`config.mk`:
```
export PLATFORM = sky130hd
export DESIGN_NAME = sd_rx_ctrl
export DESIGN_NICKNAME = d
export VERILOG_FILES = /design/src/rtl/sd_rx_pkg.sv /design/src/rtl/sd_rx_timer.sv /design/src/rtl/sd_rx_crc16.sv /design/src/rtl/sd_rx_packer.sv /design/src/rtl/sd_rx_ctrl.sv
export SDC_FILE = /design/constraint.sdc
export NUM_CORES = 1
export LEC_CHECK = 0
export BUFFER_PORTS_ARGS = -buffer_cell sky130_fd_sc_hd__buf_2
export CORE_ASPECT_RATIO = 1.75
export CORE_MARGIN = 3
export CORE_UTILIZATION = 40
export CTS_CLUSTER_SIZE = 24
export DETAILED_ROUTE_END_ITERATION = 16
export PLACE_DENSITY_LB_ADDON = 0.3
export SYNTH_ARGS = -nofsm -noshare
export SYNTH_HDL_FRONTEND = slang
export SYNTH_SLANG_ARGS = --single-unit
```
`constraint.sdc`:
```
create_clock -name clk -period 8.75 [get_ports clk]
set_input_delay 0.4375 -clock clk [delete_from_list [all_inputs] [get_ports clk]]
set_output_delay 0.4375 -clock clk [all_outputs]
set_load 0.1 [all_outputs]
```
`src/rtl/sd_rx_pkg.sv`:
```
package sd_rx_pkg;

    typedef enum logic [1:0] {
        ST_IDLE  = 2'd0,
        ST_WAIT  = 2'd1,
        ST_RECV  = 2'd2,
        ST_RWAIT = 2'd3
    } rx_state_e;

    localparam int NFLAG      = 5;
    localparam int FL_TMO     = 0;
    localparam int FL_CRC     = 1;
    localparam int FL_OVR     = 2;
    localparam int FL_BLK     = 3;
    localparam int FL_END     = 4;
    localparam int WORD_BYTES = 4;
    localparam int WORD_W     = 8 * WORD_BYTES;
    localparam int CRC_W      = 16;
    localparam logic [CRC_W-1:0] CRC_POLY = 16'h1021;

    function automatic logic [CRC_W-1:0] crc16_step(input logic [CRC_W-1:0] c, input logic b);
        logic fb;
        fb = b ^ c[CRC_W-1];
        return {c[CRC_W-2:0], 1'b0} ^ (fb ? CRC_POLY : '0);
    endfunction

endpackage

```
`src/rtl/sd_rx_timer.sv`:
```
module sd_rx_timer #(
    parameter int TMO_W = 16
) (
    input  logic             clk,
    input  logic             rst,
    input  logic             load,
    input  logic [TMO_W-1:0] load_val,
    input  logic             dec,
    output logic             expired
);
    logic [TMO_W-1:0] cnt;

    always_ff @(posedge clk) begin
        if (rst)                  cnt <= '0;
        else if (load)            cnt <= load_val;
        else if (dec && cnt != 0) cnt <= cnt - 1'b1;
    end

    assign expired = (cnt == '0);
endmodule

```
`src/rtl/sd_rx_crc16.sv`:
```
module sd_rx_crc16
    import sd_rx_pkg::*;
(
    input  logic             clk,
    input  logic             rst,
    input  logic             clr,
    input  logic             shift,
    input  logic             bit_in,
    output logic [CRC_W-1:0] crc
);
    always_ff @(posedge clk) begin
        if (rst || clr) crc <= '0;
        else if (shift) crc <= crc16_step(crc, bit_in);
    end
endmodule

```
`src/rtl/sd_rx_packer.sv`:
```
module sd_rx_packer
    import sd_rx_pkg::*;
(
    input  logic              clk,
    input  logic              rst,
    input  logic              clr,
    input  logic              shift,
    input  logic              bit_in,
    input  logic              last,
    output logic              word_rdy,
    output logic [WORD_W-1:0] word
);
    localparam int LANE_W = $clog2(WORD_BYTES);

    logic [7:0]        byte_sr;
    logic [2:0]        bit_idx;
    logic [LANE_W-1:0] lane;
    logic [WORD_W-1:0] acc;
    logic [7:0]        byte_nxt;
    logic              byte_full;

    assign byte_nxt  = {byte_sr[6:0], bit_in};
    assign byte_full = shift && (bit_idx == 3'd7);
    assign word_rdy  = byte_full && ((lane == LANE_W'(WORD_BYTES - 1)) || last);

    always_comb begin
        word = acc;
        for (int i = 0; i < WORD_BYTES; i++) begin
            if (lane == LANE_W'(i)) word[8*i +: 8] = byte_nxt;
        end
    end

    always_ff @(posedge clk) begin
        if (rst || clr) begin
            byte_sr <= '0;
            bit_idx <= '0;
            lane    <= '0;
            acc     <= '0;
        end else if (shift) begin
            byte_sr <= byte_nxt;
            bit_idx <= bit_idx + 3'd1;
            if (byte_full) begin
                if (word_rdy) begin
                    acc  <= '0;
                    lane <= '0;
                end else begin
                    acc  <= word;
                    lane <= lane + 1'b1;
                end
            end
        end
    end
endmodule

```
`src/rtl/sd_rx_ctrl.sv`:
```
module sd_rx_ctrl
    import sd_rx_pkg::*;
#(
    parameter int BSZ_W  = 12,
    parameter int DLEN_W = 16,
    parameter int TMO_W  = 16
) (
    input  logic              clk,
    input  logic              rst,
    input  logic              bit_en,
    input  logic              sd_line,
    input  logic              rx_enable,
    input  logic [BSZ_W-1:0]  blk_bytes,
    input  logic [DLEN_W-1:0] xfer_bytes,
    input  logic [TMO_W-1:0]  tmo_limit,
    input  logic              rdwait_req,
    input  logic              rdwait_stop,
    input  logic              sdio_en,
    input  logic              fifo_full,
    output logic              fifo_wr,
    output logic [WORD_W-1:0] fifo_wdata,
    output logic [NFLAG-1:0]  status,
    input  logic [NFLAG-1:0]  status_clr,
    input  logic [NFLAG-1:0]  irq_mask,
    output logic              irq
);
    localparam int CNT_W = BSZ_W + 5;
    localparam int TOT_W = DLEN_W + 1;

    rx_state_e        state, nxt;
    logic [CNT_W-1:0] bit_cnt, data_bits;
    logic [TOT_W-1:0] tot_cnt, tot_next;
    logic [CRC_W-1:0] crc_rx, crc_calc;
    logic [NFLAG-1:0] set_fl;
    logic             en_q, step, in_data, in_crc, at_end, xfer_done;
    logic             pk_shift, pk_last, pk_rdy, enter_recv, enter_wait;
    logic             tmr_zero, tmr_dec, crc_ok;
    logic [WORD_W-1:0] pk_word;

    assign data_bits  = {2'b00, blk_bytes, 3'b000};
    assign in_data    = bit_cnt < data_bits;
    assign in_crc     = !in_data && (bit_cnt < data_bits + CNT_W'(CRC_W));
    assign at_end     = bit_cnt == data_bits + CNT_W'(CRC_W);
    assign tot_next   = tot_cnt + TOT_W'(blk_bytes);
    assign xfer_done  = tot_cnt >= TOT_W'(xfer_bytes);
    assign step       = bit_en && rx_enable && (state == ST_RECV);
    assign pk_shift   = step && in_data;
    assign pk_last    = bit_cnt == data_bits - CNT_W'(1);
    assign crc_ok     = crc_calc == crc_rx;
    assign enter_recv = (nxt == ST_RECV) && (state != ST_RECV);
    assign enter_wait = (nxt == ST_WAIT) && (state != ST_WAIT);
    assign tmr_dec    = bit_en && (state == ST_WAIT) && sd_line;

    sd_rx_timer #(.TMO_W(TMO_W)) i_timer (
        .clk(clk), .rst(rst), .load(enter_wait), .load_val(tmo_limit),
        .dec(tmr_dec), .expired(tmr_zero)
    );

    sd_rx_crc16 i_crc (
        .clk(clk), .rst(rst), .clr(enter_recv), .shift(pk_shift),
        .bit_in(sd_line), .crc(crc_calc)
    );

    sd_rx_packer i_pack (
        .clk(clk), .rst(rst), .clr(enter_recv), .shift(pk_shift),
        .bit_in(sd_line), .last(pk_last), .word_rdy(pk_rdy), .word(pk_word)
    );

    always_comb begin
        nxt    = state;
        set_fl = '0;
        unique case (state)
            ST_IDLE: if (rx_enable && !en_q) nxt = ST_WAIT;
            ST_WAIT: begin
                if (!rx_enable || xfer_done) nxt = ST_IDLE;
                else if (bit_en) begin
                    if (!sd_line) nxt = ST_RECV;
                    else if (tmr_zero) begin
                        set_fl[FL_TMO] = 1'b1;
                        nxt = ST_IDLE;
                    end
                end
            end
            ST_RECV: begin
                if (!rx_enable) nxt = ST_IDLE;
                else if (bit_en) begin
                    if (in_data && pk_rdy && fifo_full) begin
                        set_fl[FL_OVR] = 1'b1;
                        nxt = ST_IDLE;
                    end else if (at_end) begin
                        if (!crc_ok) begin
                            set_fl[FL_CRC] = 1'b1;
                            nxt = ST_IDLE;
                        end else begin
                            set_fl[FL_BLK] = 1'b1;
                            if (tot_next >= TOT_W'(xfer_bytes)) begin
                                set_fl[FL_END] = 1'b1;
                                nxt = ST_WAIT;
                            end else if (sdio_en && rdwait_req) nxt = ST_RWAIT;
                            else nxt = ST_WAIT;
                        end
                    end
                end
            end
            ST_RWAIT: begin
                if (!rx_enable) nxt = ST_IDLE;
                else if (rdwait_stop) nxt = ST_WAIT;
            end
            default: nxt = ST_IDLE;
        endcase
    end

    always_ff @(posedge clk) begin
        if (rst) begin
            state      <= ST_IDLE;
            en_q       <= 1'b0;
            bit_cnt    <= '0;
            tot_cnt    <= '0;
            crc_rx     <= '0;
            fifo_wr    <= 1'b0;
            fifo_wdata <= '0;
        end else begin
            state   <= nxt;
            en_q    <= rx_enable;
            fifo_wr <= pk_shift && pk_rdy && !fifo_full;
            if (pk_shift && pk_rdy && !fifo_full) fifo_wdata <= pk_word;
            if (state == ST_IDLE && nxt == ST_WAIT) tot_cnt <= '0;
            else if (set_fl[FL_BLK])                tot_cnt <= tot_next;
            if (enter_recv)  bit_cnt <= '0;
            else if (step)   bit_cnt <= bit_cnt + 1'b1;
            if (step && in_crc) crc_rx <= {crc_rx[CRC_W-2:0], sd_line};
        end
    end

    for (genvar g = 0; g < NFLAG; g++) begin : g_flag
        always_ff @(posedge clk) begin
            if (rst) status[g] <= 1'b0;
            else     status[g] <= (status[g] && !status_clr[g]) || set_fl[g];
        end
    end

    assign irq = |(status & irq_mask);
endmodule

```
---- Word level (Yosys, flattened, before mapping) ----
Cells that the tools add are included.
W data, S select, Z words.
cells by class
  add/subtract/negate cells ............... 7
  magnitude comparators ................... 4
  equal/unequal tests ..................... 14
  muxes and demuxes ....................... 40
  bitwise operators ....................... 3
  reductions and logical operators ........ 50
operators with widths
  kind                     number
  $mux W2                  18
  $ge A17 B16 Y1           2
  $mux W16                 2
  $mux W32                 1
  $mux W8                  4
  $logic_and A1 B1 Y1      24
  $add A17 B1 Y17 const B  1
  $add A17 B12 Y17         1
  $eq A17 B16 Y1           1
  $eq A17 B17 Y1           1
  $lt A17 B15 Y1           1
  $lt A17 B17 Y1           1
  $add A15 B5 Y16 const B  1
  $eq A16 B16 Y1           1
  $logic_not A16 Y1        1
  $reduce_bool A16 Y1      1
  $sub A15 B1 Y16 const B  1
  $sub A16 B1 Y16 const B  1
  $xor A16 B16 Y16         1
  $mux W13                 1
  $mux W4                  3
  $eq A2 B2 Y1 const B     5
  $mux W1                  10
  $logic_not A1 Y1         9
  other kinds (15)         26
word-level totals
  bits in registers ....................... 167
  output and inout bits ................... 39
  word-level logic and storage cells ...... 136

---- Logic depth before layout (Yosys ltp) ----
Gate-level depths: netlist (run 1).
  depth after elaboration ................. 14
  gate-level depth with buffers ........... 20

---- Modules after synthesis ----
From an unflattened synthesis (run 1), not the netlist that was laid out.
second synthesis, totals
  cells, all modules ...................... 1,102
  area, all modules ....................... 9,928.3 sq um
by module, submodules not included
  module        times used  cells each  area an instance (sq um)
  sd_rx_ctrl    1           744         6,212.2
  sd_rx_packer  1           184         2,138.3
  sd_rx_timer   1           114         944.7
  sd_rx_crc16   1           60          633.1

---- Least setup slack after synthesis (run 1) ----
No wires, ideal clock.
  path kind ............................... input-to-reg
  from .................................... in blk_bytes[0]
  to ...................................... reg i_timer.cnt[6]
  arrival time ............................ 4,053 ps
  required time ........................... 8,664 ps
  setup slack ............................. 4,611 ps
  stages on the path ...................... 19
  buffers on the path ..................... 1
  path through ............................ ha_1 fa_1 a211oi_1 o21ai_0 o21bai_1 a31o_2 nor2_1 xor2_1 ha_1 a21o_1 a21oi_1 o211ai_1 a41oi_1 o311ai_0 o31ai_1 o211a_1 buf_2 nor3_1 a211oi_1
on the way
  elaborated cells between the ends (all ways) .. 24
  classes of those cells .................. add/sub: 3; order compare: 2; eq/ne: 3; mux: 8; reduce/logical: 8
RTL lines
  what                                                   line               source
  start, declared                                        sd_rx_ctrl.sv:13   input logic [BSZ_W-1:0] blk_bytes,
  $add A17 B12 Y17 *                                     sd_rx_ctrl.sv:44   assign tot_next = tot_cnt + TOT_W'(blk_bytes);
  net tot_next[14]                                       sd_rx_ctrl.sv:32   logic [TOT_W-1:0] tot_cnt, tot_next;
  $ge A17 B16 Y1 *                                       sd_rx_ctrl.sv:96   if (tot_next >= TOT_W'(xfer_bytes)) begin
  $mux W2 *                                              sd_rx_ctrl.sv:96
  $mux W2 *                                              sd_rx_ctrl.sv:91   if (!crc_ok) begin
  $mux W2 *                                              sd_rx_ctrl.sv:90   end else if (at_end) begin
  $mux W2 *                                              sd_rx_ctrl.sv:87   if (in_data && pk_rdy && fifo_full) begin
  $mux W2 *                                              sd_rx_ctrl.sv:86   else if (bit_en) begin
  $mux W2 *                                              sd_rx_ctrl.sv:85   if (!rx_enable) nxt = ST_IDLE;
  $pmux W2 S4 *                                          sd_rx_ctrl.sv:72   unique case (state)
  $eq A2 B1 Y1 *                                         sd_rx_ctrl.sv:51   assign enter_wait = (nxt == ST_WAIT) && (state != ST_WAIT);
  $logic_and A1 B1 Y1 *                                  sd_rx_ctrl.sv:51
  $mux W16 / $reduce_bool A2 Y1 (equally long branches)  --
  end signal, assigned                                   sd_rx_timer.sv:15  else if (load) cnt <= load_val;
  end signal, assigned                                   sd_rx_timer.sv:16  else if (dec && cnt != 0) cnt <= cnt - 1'b1;
  end, declared                                          sd_rx_timer.sv:11  logic [TMO_W-1:0] cnt;
Mark *: on every way through the listed nets, which the timed path passes. The rest lies on a longest branch.
A chain may end at the register's enable or synchronous reset.

---- Worst setup path in the final report (run 1) ----
  from .................................... reg tot_cnt[0]
  to ...................................... reg i_timer.cnt[5]
on the way
  longest elaborated chain between the ends .. 12
  elaborated cells between the ends (all ways) .. 16
  classes of those cells .................. add/sub: 1; order compare: 2; eq/ne: 1; mux: 9; reduce/logical: 3
RTL lines
  what                                                   line               source
  start, declared                                        sd_rx_ctrl.sv:32
  start signal, assigned                                 sd_rx_ctrl.sv:128  else if (set_fl[FL_BLK]) tot_cnt <= tot_next;
  $add A17 B12 Y17 *                                     sd_rx_ctrl.sv:44
  net tot_next[8]                                        sd_rx_ctrl.sv:32
  $ge A17 B16 Y1 *                                       sd_rx_ctrl.sv:96
  $mux W2 *                                              sd_rx_ctrl.sv:96
  $mux W2 *                                              sd_rx_ctrl.sv:91
  $mux W2 *                                              sd_rx_ctrl.sv:90
  $mux W2 *                                              sd_rx_ctrl.sv:87
  $mux W2 *                                              sd_rx_ctrl.sv:86
  $mux W2 *                                              sd_rx_ctrl.sv:85
  $pmux W2 S4 *                                          sd_rx_ctrl.sv:72
  $eq A2 B1 Y1 *                                         sd_rx_ctrl.sv:51
  $logic_and A1 B1 Y1 *                                  sd_rx_ctrl.sv:51
  $mux W16 / $reduce_bool A2 Y1 (equally long branches)  --
Marks and branches as above.

==> results of run 1 <==
[worst max-delay path, stage by stage, from the launching register on]
cell	delay (ns)
dfxtp_1	0.33
ha_1	0.21
fa_1	0.42
a211oi_1	0.24
o21ai_0	0.26
a31oi_1	0.26
xnor2_1	0.17
ha_1	0.29
a21oi_1	0.12
o21ai_0	0.10
a2111oi_0	0.69
or4_1	0.21
o311ai_0	0.24
o31ai_1	0.41
o211a_1	0.56
nor3_1	0.09
a211oi_1	0.24
[per-stage QoR]
stage,cells,hold WS (ns)
floorplan,1106,0.429
CTS,1490,0.242
global placement,1459,0.441
finish,1490,0.257
detailed placement,1459,0.443
global route,1490,0.274
[per-layer routing]
metal  up-vias  routed length, um
met5         -                  0
met1      3828               9470
li1       4046                  -
met2       149              12800
met4         0               1010
met3        59                660
[cells in the final DEF (no fill, tap or decap), drive strengths merged, types with 4 or more instances in the layout]
cell and instances:
clkbuf 22, xnor2 41, or3 12, nand2 38, nor4 15, nor2 174
inv 52, nand2b 16, a31oi 5, o21a 5, a22oi 25, o211ai 5
and3 4, ha 81, a21oi 51, and2 13, nand3 24, xor2 47
mux2i 80, buf 104, dfxtp 167, o21ai 28, nor2b 4, nor3 30
or2 6, a211oi 50, nand4 20, a21o 10
[logic make-up (layout without fill, tap and decap cells)]
| logic type | Yosys count | after routing | share of synthesized area [%] |
|---|---|---|---|
| adders and majority gates | 82 | 82 | 10.5 |
| AOI/OAI and AO/OA | 212 | 212 | 16.7 |
| and+or+nand+nor | 369 | 369 | 18.2 |
| muxes | 80 | 80 | 8.13 |
| xor gates and xnor gates | 88 | 88 | 7.82 |
| buffers and inverters | 108 | 184 | 4.76 |
| DFF | 167 | 167 | 33.9 |
[power groups by stage]
stage,clock (W),sequential [W],combinational [W]
floorplan,0,0.000790,0.0000965
CTS,0.000790,0.000774,0.000141
global placement,0,0.000791,0.000138
finish,0.000774,0.000775,0.000140
global route,0.000817,0.000775,0.000157
detailed placement,0,0.000792,0.000140
[flip-flops by register name, summed over array words and instances, names as in the netlist]
signal,count
bit_cnt,17
crc_rx,16
en_q,1
fifo_wdata,32
fifo_wr,1
i_crc.crc,16
i_pack.acc,32
i_pack.bit_idx,3
i_pack.byte_sr,7
i_pack.lane,2
i_timer.cnt,16
state,2
status,5
tot_cnt,17
[path summary, 6_finish.rpt]
kind                         end  cells after the start            from
hold / removal         status[0]                      3   status_clr[0]
setup / recovery  i_timer.cnt[5]                     16      tot_cnt[0]
hold reg to reg   i_pack.acc[30]                      1  i_pack.acc[30]
setup reg to reg  i_timer.cnt[5]                     16      tot_cnt[0]
[final cells by class]
| type | count | area [um2] |
|---|---|---|
| Clock buffer | 22 | 454 |
| Clock inverter | 9 | 139 |
| Fill cell | 2324 | 13000 |
| Inverter | 49 | 184 |
| Multi-Input combinational cell | 831 | 6050 |
| Sequential cell | 167 | 3340 |
| Tap cell | 308 | 385 |
| Timing Repair Buffer | 104 | 531 |
[cell usage after synthesis, types with 5 or more instances]
cell	instances	area [um2]
buf_6	5	56.3
dfxtp_1	167	3340
nor3_1	28	140
nand2_1	36	135
a21oi_1	51	255
ha_1	81	1010
inv_1	49	184
a211oi_2	36	450
clkbuf_1	32	120
and2_1	13	81.3
a21o_1	10	75.1
o21a_1	5	37.5
nor4_1	14	87.6
o21ai_0	23	115
buf_1	13	48.8
a31oi_1	5	31.3
xnor2_1	41	359
xor2_1	47	412
nand4_1	20	125
o211ai_1	5	37.5
mux2i_1	80	801
a22oi_1	25	188
nand3_1	24	120
buf_4	6	45.0
nand2b_1	16	100
or3_1	12	75.1
a211oi_1	14	105
nor2_1	172	646
or2_2	6	37.5
==> run_results.csv, run 1 <==
group,metric,value,unit
global_routing,grt_pass1_vias,8150,
drt,drt-initial-drc-count,366,
die,die_area,26600,um2
synth,async_flop_share,0,%
cts,cts_num_sinks,167,
die,io_pins,102,
timing,setup_viol,0,
critical_path,endpoint_kind,"flip-flop",
global_routing,grt_pass1_wl,39.1,mm
power,intPower,0.00128,W
synth,syn-num-nets,1251,
cts,cts_setup_buffers,0,
critical_path,worstPathMaxFanout,16,
power,power.total,0.00169,W
drt,firstDrtPassIters,6,
power,p_comb_share,8.3,%
layout,area_growth,12.5,%
critical_path,crit_type,"reg2reg",
drt,wl,23.9,mm
layout,drive_above_1_share,16.0,%
global_routing,gr-usage-met2,34.5,%
power,seqPwrFrac,45.9,%
synth,ys.flop_type,"dfxtp_1",
critical_path,cp.required,9.09,ns
synth,synth_cells,1106,
job,maxCapViolCount,0,
timing,rsz0062_at_grt,"false",
timing,period_minus_slack,4.95,ns
global_routing,overflow,0,
global_routing,antenna_found_initial,0,
layout,final_util,46.0,%
synth,yosysSeqAreaShare,33.9,%
timing,slew_headroom,13.0,%
synth,yosys_register_bits,167,
synth,synth_edf_count,0,
placed_design,place_ws,3.55,ns
cts,post_cts_resized,0,
timing,fin_skew,0.0105,ns
die,die_w,125,um
drt,vias,8082,
drt,drc_errors,0,
critical_path,arrival,5.29,ns
placed_design,place_congestion,0.868,
power,switchingPower,0.000408,W
layout,stdcell_area,11100,um2
timing,setup_ws,3.80,ns
timing,hold_violations,0,
timing,worst_pin_slew,1.29,ns
cts,clock_latency,0.44,ns
timing,drv_slew,0,
power,pwr-share-clk,45.8,%
layout,n_antenna_cell,0,
synth,synth_warnings,0,
run_status,status,"finished clean",
min_path,hold_path_class,"in2reg",
die,core,24100,um2
cts,htree_num_levels,4,
drt,vias_per_cell,5.42,
placed_design,place_hpwl,17.9,mm
timing,fmax,202,MHz
power,peakVddDrop,128,uV
power,swShare,24.2,%
cts,root_buffer,"clkbuf_16",
cts,cts_tree,"yes",
placed_design,portBuffers,101,
global_routing,top_usage_layer,"met2",
drt,ant_nets,0,
synth,synth_cell_types,72,
cts,numCtsBuffers,17,
global_routing,grt_use_met3,2.27,%
die,start_util,40.8,%
critical_path,setup.worst_path.start_class,"flip-flop",
cts,clkTransAtPathRegs,0.07,ns
power,p_leak,4.77,nW
layout,nets,1315,
synth,synth_area_per_cell,8.91,um2
global_routing,grt_max_degree,74,
drt,wl_per_cell,16.1,um
die,die_h,214,um
timing,layout_worst_path_cycle_share,56.5,%
cts,clock_path_buffers,2,
power,powerDensity,152,nW/um2
timing,tns,0,ns
critical_path,ff2ff_setup_slack,3.80,ns
synth,netlist_area,9850,um2
placed_design,placed_area,10500,um2
global_routing,grtUsageTotal,18.0,%
die,floorplan.rows,75,
global_routing,gr-usage-met1,19.1,%
cts,hold_buffers,0,
No activity file was read; power rests on OpenSTA's default activity.
==> run 2: changes to the inputs <==
ABC_AREA = 1   (was default)
clock period = 4.84 ns   (was 8.75 ns; I/O delays follow)
==> run 2 against run 1 <==
Against the previous run:
- worst setup slack got worse by 3.3 ns
- combinational power rose by 140%
- count of clock-buffer cells in the layout fell by 5
- cell area rose by 3.0%
- hold slack got worse by 0.23 ns
- sequential power rose by 82%
- flip-flop and latch count did not move
- cell count rose by 23%
- global-route usage rose by 1.4 points
- power rose by 92%
- critical path type unchanged
- largest power group is now clock
- highest routed layer unchanged
==> run_results.csv, run 2 <==
group,metric,value,unit
run_status,status,"finished clean",
timing,worst_pin_slew,0.828,ns
timing,setup_ws,0.535,ns
layout,nets,1655,
timing,tns,0,ns
drt,drc_errors,0,
power,intPower,0.00236,W
global_routing,grt_pass1_wl,43.1,mm
synth,yosysTopAreaCell,"dfxtp_1",
layout,fill_cells,2485,
layout,area_growth,14.0,%
critical_path,arrival,4.68,ns
cts,root_buffer,"clkbuf_16",
drt,met3WireLength,779,um
layout,drive_above_1_share,11.2,%
die,io_pins,102,
layout,largest_registers,"fifo_wdata: 32 flops, i_pack.acc: 32 flops",
critical_path,path_depth,28,
timing,layout_worst_path_cycle_share,88.9,%
synth,synth_area_per_cell,6.99,um2
drt,routed.top_layer,"met4",
critical_path,max_stage_delay,0.36,ns
drt,firstDrtPassIters,5,
die,die_h,215,um
cts,cts_setup_buffers,0,
job,maxCapViolCount,0,
synth,synth_edf_count,0,
synth,synth_warnings,0,
power,swShare,27.3,%
timing,period_minus_slack,4.31,ns
drt,vias_per_cell,5.15,
cts,numCtsBuffers,17,
global_routing,antenna_found_initial,1,
global_routing,overflow,0,
synth,netlist_top_cells_count,"nand2_1 (318), a21oi_1 (173), dfxtp_1 (167), inv_1 (159), nor2_1 (143)",
critical_path,worst-path-buf-inv,2,
global_routing,grtUsageTotal,19.4,%
critical_path,setup.worst_path.start_class,"flip-flop",
layout,layout_common_cells,"nand2_1 (317), a21oi_1 (173), dfxtp_1 (167)",
drt,wl_met1,9.80,mm
timing,fmax,232,MHz
critical_path,crit_type,"reg2reg",
drt,wl,26.4,mm
drt,drt-initial-drc-count,321,
critical_path,critPathTopFamily,"simple AND/OR/NAND/NOR gates",
cts,clkTransAtPathRegs,0.07,ns
global_routing,grt_pass1_vias,9169,
min_path,hold_path_class,"in2reg",
layout,final_common_cell,"nand2_1",
timing,slew_headroom,44.8,%
power,powerDensity,284,nW/um2
die,floorplan.rows,76,
synth,syn-num-nets,1579,
timing,setup_viol,0,
synth,ys.flop_type,"dfxtp_1",
die,die_w,126,um
synth,netlist_area,10000,um2
power,p_comb_share,10.2,%
placed_design,place_ws,0.481,ns
cts,post_cts_resized,0,
power,peakVddDrop,246,uV
critical_path,worstPathMaxFanout,18,
critical_path,cp.required,5.21,ns
cts,htree_num_levels,4,
cts,clock_path_buffers,2,
cts,hold_buffers,0,
placed_design,portBuffers,101,
synth,synth_area_leaders,"dfxtp_1 (33%), nand2_1 (12%), ha_1 (10%), a21oi_1 (8.6%), inv_1 (6.0%)",
die,core,24600,um2
synth,yosysMostFrequentCell,"nand2_1",
die,die_area,27100,um2
cts,cts_tree,"yes",
power,switchingPower,0.000884,W
drt,ant_nets,0,
timing,drv_slew,0,
power,pwr-share-clk,46.3,%
synth,async_flop_share,0,%
layout,final_util,46.4,%
cts,clock_latency,0.45,ns
min_path,worstHoldPathCells,3,
placed_design,place_hpwl,20.0,mm
critical_path,r2r_cells,28,
cts,cts_num_sinks,167,
critical_path,worst_path_most_repeated_cell,"nand2_1",
timing,hold_violations,0,
critical_path,endpoint_kind,"flip-flop",
synth,synth_cell_types,48,
critical_path,cp_slowest_cell,"nand3_2",
synth,yosysTopAreaCellShare,33.4,%
global_routing,grt_max_degree,52,
drt,route.met2.wl,14.6,mm
power,p_leak,5.11,nW
drt,wl_per_cell,14.4,um
die,start_util,40.7,%
synth,yosys_register_bits,167,
power,seqPwrFrac,43.5,%
timing,rsz0062_at_grt,"false",
placed_design,place_congestion,0.895,
timing,fin_skew,0.0105,ns
synth,yosysSeqAreaShare,33.4,%
drt,vias,9453,
synth,synth_cells,1434,
==> run 2: cell count changes after synthesis, sizes merged, moves of 26 or more <==
cell	delta
nor2	-26
a21oi	+122
nand3	+54
nand2	+288
mux2i	-80
a211oi	-35
inv	+114
==> run 2: worst reg2reg max path, delay by kind of cell, from the launching register on <==
family                   cells  cell delay [ns]
AO/OA/AOI/OAI                7             1.26
XOR/XNOR                     1             0.19
adder cells (fa/ha/maj)      2             0.63
buffers and inverters        2             0.11
flip-flops                   1             0.33
AND/OR/NAND/NOR             16             1.71
==> run 2: through the flow <==
stage                     area [um2]  total power, W  hold WS (ns)  std cells
after floorplan                10000         0.00167         0.367       1434
after global placement         10700         0.00176         0.423       1802
after detailed placement       10700         0.00177         0.428       1802
after CTS                      11400         0.00327        0.0138       1834
after global routing           11400         0.00337        0.0416       1836
final                          11400         0.00324        0.0233       1836
==> run 2: path summary, 6_finish.rpt <==
kind	from	to	slack (ns)
worst min register to register	i_pack.acc[27]	i_pack.acc[27]	0.44
worst min-delay path	tmo_limit[0]	i_timer.cnt[0]	0.02
worst max register to register	tot_cnt[2]	i_timer.cnt[7]	0.53
worst max-delay path	tot_cnt[2]	i_timer.cnt[7]	0.53
==> run 2: cell families (layout without fill, tap and decap cells) <==
kind of cell             count (synthesis)  in the layout  share of synthesized area [%]
buffers and inverters                  222            310                           8.79
XOR/XNOR                                76             76                           6.64
AO/OA/AOI/OAI                          261            261                           14.0
other                                    0              1                              0
flip-flops                             167            167                           33.4
AND/OR/NAND/NOR                        626            627                           26.9
adder cells (fa/ha/maj)                 82             82                           10.3
==> run 2: final cells by class <==
class                      count  area, um2  area share (%)
antenna                        1       2.50          0.0219
clock buffer                  17        425            3.73
clock inverter                15        233            2.04
inverter                     165        619            5.42
multi-input combinational   1046       5810            50.9
sequential                   167       3340            29.3
tap                          312        390            3.42
timing repair buffer         113        596            5.22
==> run 2: power groups by stage <==
stage,Sequential (W),Clock [W],Combinational [W]
floorplan,0.00144,0,0.000238
global placement,0.00144,0,0.000323
detailed placement,0.00144,0,0.000328
CTS,0.00141,0.00153,0.000329
global route,0.00141,0.00158,0.000376
finish,0.00141,0.00150,0.000330
==> run 2: per-layer routing <==
metal  vias up  GRT usage (%)
met5         -              0
met4         0           10.3
met1      4360           19.3
met2       191           37.5
met3        61           3.18
li1       4841              -
